## config.mk

```make
export PLATFORM = sky130hd
export DESIGN_NAME = uart_baud_brk
export DESIGN_NICKNAME = d
export VERILOG_FILES = /design/src/rtl/uart_bg_pkg.sv /design/src/rtl/uart_bg_divreg.sv /design/src/rtl/uart_bg_divcnt.sv /design/src/rtl/uart_bg_phase.sv /design/src/rtl/uart_bg_break.sv /design/src/rtl/uart_baud_brk.sv
export SDC_FILE = /design/constraint.sdc
export NUM_CORES = 1
export LEC_CHECK = 0
export ABC_AREA = 1
export BUFFER_PORTS_ARGS = -buffer_cell sky130_fd_sc_hd__buf_4
export CORE_MARGIN = 3
export CORE_UTILIZATION = 55
export DETAILED_ROUTE_END_ITERATION = 8
export PLACE_DENSITY = 0.73
export REMOVE_ABC_BUFFERS = 1
export SETUP_SLACK_MARGIN = 0.15
export SLEW_MARGIN = 10
export SYNTH_ARGS = -nofsm -noshare
export SYNTH_HDL_FRONTEND = slang
export SYNTH_HIERARCHICAL = 1
export SYNTH_SLANG_ARGS = --single-unit
```

## constraint.sdc

```tcl
create_clock -name clk_i -period 4 [get_ports clk_i]
set_input_delay 0 -clock clk_i [delete_from_list [all_inputs] [get_ports clk_i]]
set_output_delay 0 -clock clk_i [all_outputs]
set_load 0.01 [all_outputs]
```

## src/rtl/uart_bg_pkg.sv

```systemverilog
package uart_bg_pkg;
  localparam int PRE_W   = 4;
  localparam int DIV_W   = 10;
  localparam int PRE_LSB = 16;
  localparam int DIV_LSB = 0;
  localparam int WORD_W  = 32;

  typedef struct packed {
    logic [PRE_W-1:0] pre_m1;
    logic [DIV_W-1:0] div_m1;
  } rate_cfg_t;
endpackage

```

## src/rtl/uart_bg_divreg.sv

```systemverilog
module uart_bg_divreg
  import uart_bg_pkg::*;
(
  input  logic      clk_i,
  input  logic      rst_ni,
  input  logic      wr_i,
  input  rate_cfg_t wcfg_i,
  input  logic      load_i,
  output logic      busy_o,
  output rate_cfg_t pend_o
);
  always_ff @(posedge clk_i or negedge rst_ni) begin
    if (!rst_ni) begin
      busy_o <= 1'b0;
      pend_o <= '0;
    end else if (wr_i) begin
      busy_o <= 1'b1;
      pend_o <= wcfg_i;
    end else if (load_i) begin
      busy_o <= 1'b0;
    end
  end
endmodule

```

## src/rtl/uart_bg_divcnt.sv

```systemverilog
module uart_bg_divcnt
  import uart_bg_pkg::*;
(
  input  logic      clk_i,
  input  logic      rst_ni,
  input  logic      load_i,
  input  rate_cfg_t cfg_i,
  output logic      os_tick_o
);
  rate_cfg_t        cfg_q;
  logic [PRE_W-1:0] pre_cnt;
  logic [DIV_W-1:0] div_cnt;
  logic             pre_hit;
  logic             div_hit;

  assign pre_hit   = (pre_cnt == cfg_q.pre_m1);
  assign div_hit   = (div_cnt == cfg_q.div_m1);
  assign os_tick_o = pre_hit && div_hit;

  always_ff @(posedge clk_i or negedge rst_ni) begin
    if (!rst_ni) begin
      cfg_q   <= '0;
      pre_cnt <= '0;
      div_cnt <= '0;
    end else if (load_i) begin
      cfg_q   <= cfg_i;
      pre_cnt <= '0;
      div_cnt <= '0;
    end else begin
      pre_cnt <= pre_hit ? '0 : pre_cnt + 1'b1;
      if (pre_hit) div_cnt <= div_hit ? '0 : div_cnt + 1'b1;
    end
  end
endmodule

```

## src/rtl/uart_bg_phase.sv

```systemverilog
module uart_bg_phase #(
  parameter int OS_PER_BIT = 13
) (
  input  logic clk_i,
  input  logic rst_ni,
  input  logic clr_i,
  input  logic os_tick_i,
  output logic bit_tick_o
);
  localparam int PH_W = (OS_PER_BIT > 1) ? $clog2(OS_PER_BIT) : 1;
  localparam logic [PH_W-1:0] PH_LAST = PH_W'(OS_PER_BIT - 1);

  logic [PH_W-1:0] ph_q;

  assign bit_tick_o = os_tick_i && (ph_q == PH_LAST);

  always_ff @(posedge clk_i or negedge rst_ni) begin
    if (!rst_ni)        ph_q <= '0;
    else if (clr_i)     ph_q <= '0;
    else if (os_tick_i) ph_q <= (ph_q == PH_LAST) ? '0 : ph_q + 1'b1;
  end
endmodule

```

## src/rtl/uart_bg_break.sv

```systemverilog
module uart_bg_break #(
  parameter int LEN_W      = 16,
  parameter int UNIT_TICKS = 16
) (
  input  logic             clk_i,
  input  logic             rst_ni,
  input  logic             len_wr_i,
  input  logic [LEN_W-1:0] len_i,
  input  logic             start_i,
  input  logic             os_tick_i,
  output logic             active_o,
  output logic             done_o
);
  localparam int SUB_W = (UNIT_TICKS > 1) ? $clog2(UNIT_TICKS) : 1;
  localparam logic [SUB_W-1:0] SUB_LAST = SUB_W'(UNIT_TICKS - 1);

  logic [LEN_W-1:0] len_q;
  logic [LEN_W-1:0] unit_q;
  logic [SUB_W-1:0] sub_q;
  logic             unit_end;
  logic             finish;

  assign unit_end = os_tick_i && (sub_q == SUB_LAST);
  // zero length ends on the first edge; otherwise at the last tick of the last unit
  assign finish   = active_o && ((len_q == '0) ||
                    (unit_end && (unit_q == len_q - 1'b1)));

  always_ff @(posedge clk_i or negedge rst_ni) begin
    if (!rst_ni) begin
      len_q    <= '0;
      unit_q   <= '0;
      sub_q    <= '0;
      active_o <= 1'b0;
      done_o   <= 1'b0;
    end else begin
      done_o <= finish;
      if (len_wr_i) len_q <= len_i;
      if (!active_o && start_i) begin
        active_o <= 1'b1;
        unit_q   <= '0;
        sub_q    <= '0;
      end else if (finish) begin
        active_o <= 1'b0;
      end else if (active_o && os_tick_i) begin
        sub_q <= unit_end ? '0 : sub_q + 1'b1;
        if (unit_end) unit_q <= unit_q + 1'b1;
      end
    end
  end
endmodule

```

## src/rtl/uart_baud_brk.sv

```systemverilog
module uart_baud_brk
  import uart_bg_pkg::*;
#(
  parameter int OS_PER_BIT     = 13,
  parameter int BRK_W          = 16,
  parameter int BRK_UNIT_TICKS = 16
) (
  input  logic              clk_i,
  input  logic              rst_ni,
  input  logic              div_wr_i,
  input  logic [WORD_W-1:0] div_wdata_i,
  input  logic              line_idle_i,
  input  logic              brk_len_wr_i,
  input  logic [BRK_W-1:0]  brk_len_i,
  input  logic              brk_start_i,
  input  logic              tx_ser_i,
  output logic              os_tick_o,
  output logic              bit_tick_o,
  output logic              div_busy_o,
  output logic              brk_active_o,
  output logic              brk_done_o,
  output logic              txd_o
);
  localparam logic [WORD_W-1:0] USED_MASK =
    ((WORD_W'(1) << PRE_W) - 1'b1) << PRE_LSB |
    ((WORD_W'(1) << DIV_W) - 1'b1) << DIV_LSB;

  rate_cfg_t wcfg;
  rate_cfg_t pend_cfg;
  logic      load;
  logic      unused_bits;

  assign wcfg.pre_m1 = div_wdata_i[PRE_LSB +: PRE_W];
  assign wcfg.div_m1 = div_wdata_i[DIV_LSB +: DIV_W];
  assign unused_bits = ^(div_wdata_i & ~USED_MASK);

  // a write in the same cycle wins; the load waits for the next boundary
  assign load = div_busy_o && !div_wr_i && (line_idle_i || bit_tick_o);

  uart_bg_divreg u_divreg (
    .clk_i  (clk_i),
    .rst_ni (rst_ni),
    .wr_i   (div_wr_i),
    .wcfg_i (wcfg),
    .load_i (load),
    .busy_o (div_busy_o),
    .pend_o (pend_cfg)
  );

  uart_bg_divcnt u_divcnt (
    .clk_i     (clk_i),
    .rst_ni    (rst_ni),
    .load_i    (load),
    .cfg_i     (pend_cfg),
    .os_tick_o (os_tick_o)
  );

  uart_bg_phase #(.OS_PER_BIT(OS_PER_BIT)) u_phase (
    .clk_i      (clk_i),
    .rst_ni     (rst_ni),
    .clr_i      (load),
    .os_tick_i  (os_tick_o),
    .bit_tick_o (bit_tick_o)
  );

  uart_bg_break #(.LEN_W(BRK_W), .UNIT_TICKS(BRK_UNIT_TICKS)) u_break (
    .clk_i     (clk_i),
    .rst_ni    (rst_ni),
    .len_wr_i  (brk_len_wr_i),
    .len_i     (brk_len_i),
    .start_i   (brk_start_i),
    .os_tick_i (os_tick_o),
    .active_o  (brk_active_o),
    .done_o    (brk_done_o)
  );

  assign txd_o = brk_active_o ? 1'b0 : tx_ser_i;
endmodule

```

==> metrics.yaml <==
place.gp.congestion: 1.00
cts_buffer_depth: 2
fmax_mhz: 341
critPathRequiredTime_ns: 4.28
cts_made_buffers: 9
slew_violations: 0
ys_types: 29
ios: 61
fin_ws_ns: 1.06
cp_max_fo: 15
first_global_vias: 4394
antenna_found_initial: 0
preCtsSetupSlack_ns: 1.11
netlist_instances: 691
die_w_um: 101
hold_path_class: "input port to flop"
rsz0062_at_grt: "no"
yosys_warnings: 6
fin_skew_ns: 0.0135
initial_core_util: 0.571
num_rows: 34
p_leak_uw: 0.00302
nNetsFinal: 836
synth_seq_area_share: 0.425
path_clk_slew_ns: 0.09
hold_viol_final: 0
core_area_mm2: 0.00876
die_h_um: 101
wirelength_um: 11400
drcViolationCount: 0
grt_pass1_wl_um: 19700
clock_latency_ns: 0.35
wire_per_inst_um: 12.8
dp_hpwl_um: 7740
drive_gt1_frac: 0.127
finalSetupViolCount: 0
crit_type: "flop to flop"
postRouteAntennaNets: 0
worstMarginPinSlew_ns: 1.08
post-route-min-period_ns: 2.94
cts_tree: "done"
vias: 4475
drt_iter0_markers: 222
viasPerCell: 5.06
clock_sink_count: 85
finalSetupTns_ns: 0
hold_slack_ns: 0.0247
fp.dieArea_mm2: 0.0103
grt_overflow: 0
startpoint_type: "flop"
syn-cell-area_mm2: 0.00501
grtUsageTotal: 0.237
cts_max_level: 3
status: "finished, final reports clean"
power.density_mw_per_mm2: 335
end_kind: "flop"
fin_crit_sh: 0.734
slew_headroom: 0.282
vdd_ir_drop_max_mv: 0.257
synth-seq-cells: 85
grt_max_degree: 86
max_cap_violations: 0
firstDrtPassIters: 5
post-cts-setup-buffers: 0
area_growth_pct: 19.1
cts_root_buf: "clkbuf_8"
n_antenna_cell: 0
avgSynthCellArea_um2: 7.24
arrival_ns: 3.21
io_buffers: 42
where the power goes:
part / total, µW / internal (µW) / leakage (µW) / switching [µW]
clock network: 527 / 218 / 0.0000702 / 309
registers: 1030 / 949 / 0.00110 / 85.4
logic: 435 / 185 / 0.00185 / 250
per-stage QoR:
| stage | power [µW] | cells | area, µm² | util |
|---|---|---|---|---|
| finish | 2000 | 885 | 5960 | 0.680 |
| global route | 2130 | 885 | 5960 | 0.680 |
| CTS | 2010 | 885 | 5960 | 0.680 |
| detailed placement | 1450 | 826 | 5360 | 0.611 |
| global placement | 1430 | 826 | 5360 | 0.611 |
| floorplan | 1320 | 675 | 4900 | - |
final cells by class:
type,count,area [µm²]
clock inverter,4,27.5
clock buffer,10,128
fill,716,2800
timing repair buffer,88,773
tap,108,135
inverter,91,342
multi-input combinational,499,2430
sequential,85,2130
logic make-up after synthesis:
kind of cell / synth area share
flops: 0.425
compound gates: 0.0367
mux: 0.00900
buf+inv: 0.0895
simple gates: 0.361
xor+xnor: 0.0612
fa+ha+maj: 0.0175
synthesized netlist by cell type:
master / n / area (µm²)
nand2_1: 247 / 927
inv_1: 89 / 334
dfrtp_1: 85 / 2130
nor2_1: 67 / 251
o21ai_0: 35 / 175
nand3_1: 33 / 165
nand4_1: 23 / 144
xor2_1: 23 / 201
nand2_2: 17 / 106
xnor2_1: 12 / 105
nor2_2: 9 / 56.3
nor3_1: 9 / 45.0
clkbuf_1: 8 / 30.0
ha_1: 7 / 87.6
mux2_2: 4 / 45.0
nand3_2: 3 / 30.0
or2_2: 3 / 18.8
buf_4: 2 / 15.0
clkbuf_2: 2 / 10.0
inv_2: 2 / 7.51
nand2_4: 2 / 22.5
nor4_1: 2 / 12.5
buf_12: 1 / 20.0
buf_2: 1 / 5.00
buf_6: 1 / 11.3
buf_8: 1 / 15.0
nand3_4: 1 / 17.5
nor2_4: 1 / 11.3
o21ai_2: 1 / 8.76
flip-flops by register name, summed over array words and instances, names as in the netlist:
signal	count
u_break/sub_q	4
u_break/len_q	16
u_divreg/busy_o	1
u_break/done_o	1
u_divcnt/cfg_q	14
u_break/active_o	1
u_divcnt/div_cnt	10
u_divreg/pend_o	14
u_break/unit_q	16
u_phase/ph_q	4
u_divcnt/pre_cnt	4
placed cells by master (no fill, tap or decap):
cell type / instances
o21ai_0: 35
nor2_2: 9
nor2_1: 67
nor2_4: 1
nand4_1: 23
xnor2_1: 12
nand3_2: 3
clkinvlp_4: 3
nand2_2: 17
ha_1: 7
xor2_1: 23
buf_4: 43
dlygate4sd3_1: 45
clkinv_2: 1
nand2_4: 2
inv_1: 89
inv_2: 2
nor3_1: 9
or2_2: 3
nand3_4: 1
nand2_1: 247
o21ai_2: 1
nor4_1: 2
clkbuf_8: 9
clkbuf_1: 1
dfrtp_1: 85
nand3_1: 33
mux2_2: 4
critical path, stage by stage, from the launching register on:
cell,delay (ns)
dfrtp_1,0.41
inv_1,0.09
nand2_1,0.07
nand2_1,0.05
nor2_1,0.10
nand2_1,0.07
nor2_1,0.11
nand3_1,0.15
inv_1,0.16
inv_1,0.10
nor2_1,0.15
nor2_1,0.06
nor2_1,0.56
inv_1,0.25
nand2_4,0.24
nand2_1,0.09
nand2_1,0.07
nand2_1,0.05
nor2_1,0.09
timing repair:
action	4_1_cts	5_1_grt
hold buffers	45	0
gates resized for setup	0	0
endpoints found under the hold margin	116	0
per-layer routing:
metal,track usage,vias to the layer above,wire length (µm)
met3,0.0303,18,387
met4,0.0859,0,203
met5,0,-,0
met1,0.291,2070,4870
met2,0.426,92,5910
li1,-,2295,-
path summary, 6_finish.rpt:
kind	slack, ns	end	cells past startpoint	from
max	1.06	u_divcnt/div_cnt[2]	18	u_divcnt/div_cnt[3]
min	0.02	u_break/len_q[15]	3	brk_len_wr_i
max reg2reg	1.06	u_divcnt/div_cnt[2]	18	u_divcnt/div_cnt[3]
min reg2reg	0.48	u_divreg/pend_o[12]	2	u_divreg/pend_o[12]
max in group asynchronous	2.92	u_divcnt/div_cnt[6]	2	rst_ni
min in group asynchronous	0.39	u_break/sub_q[2]	2	rst_ni
Power figures use the tool's default switching activity.
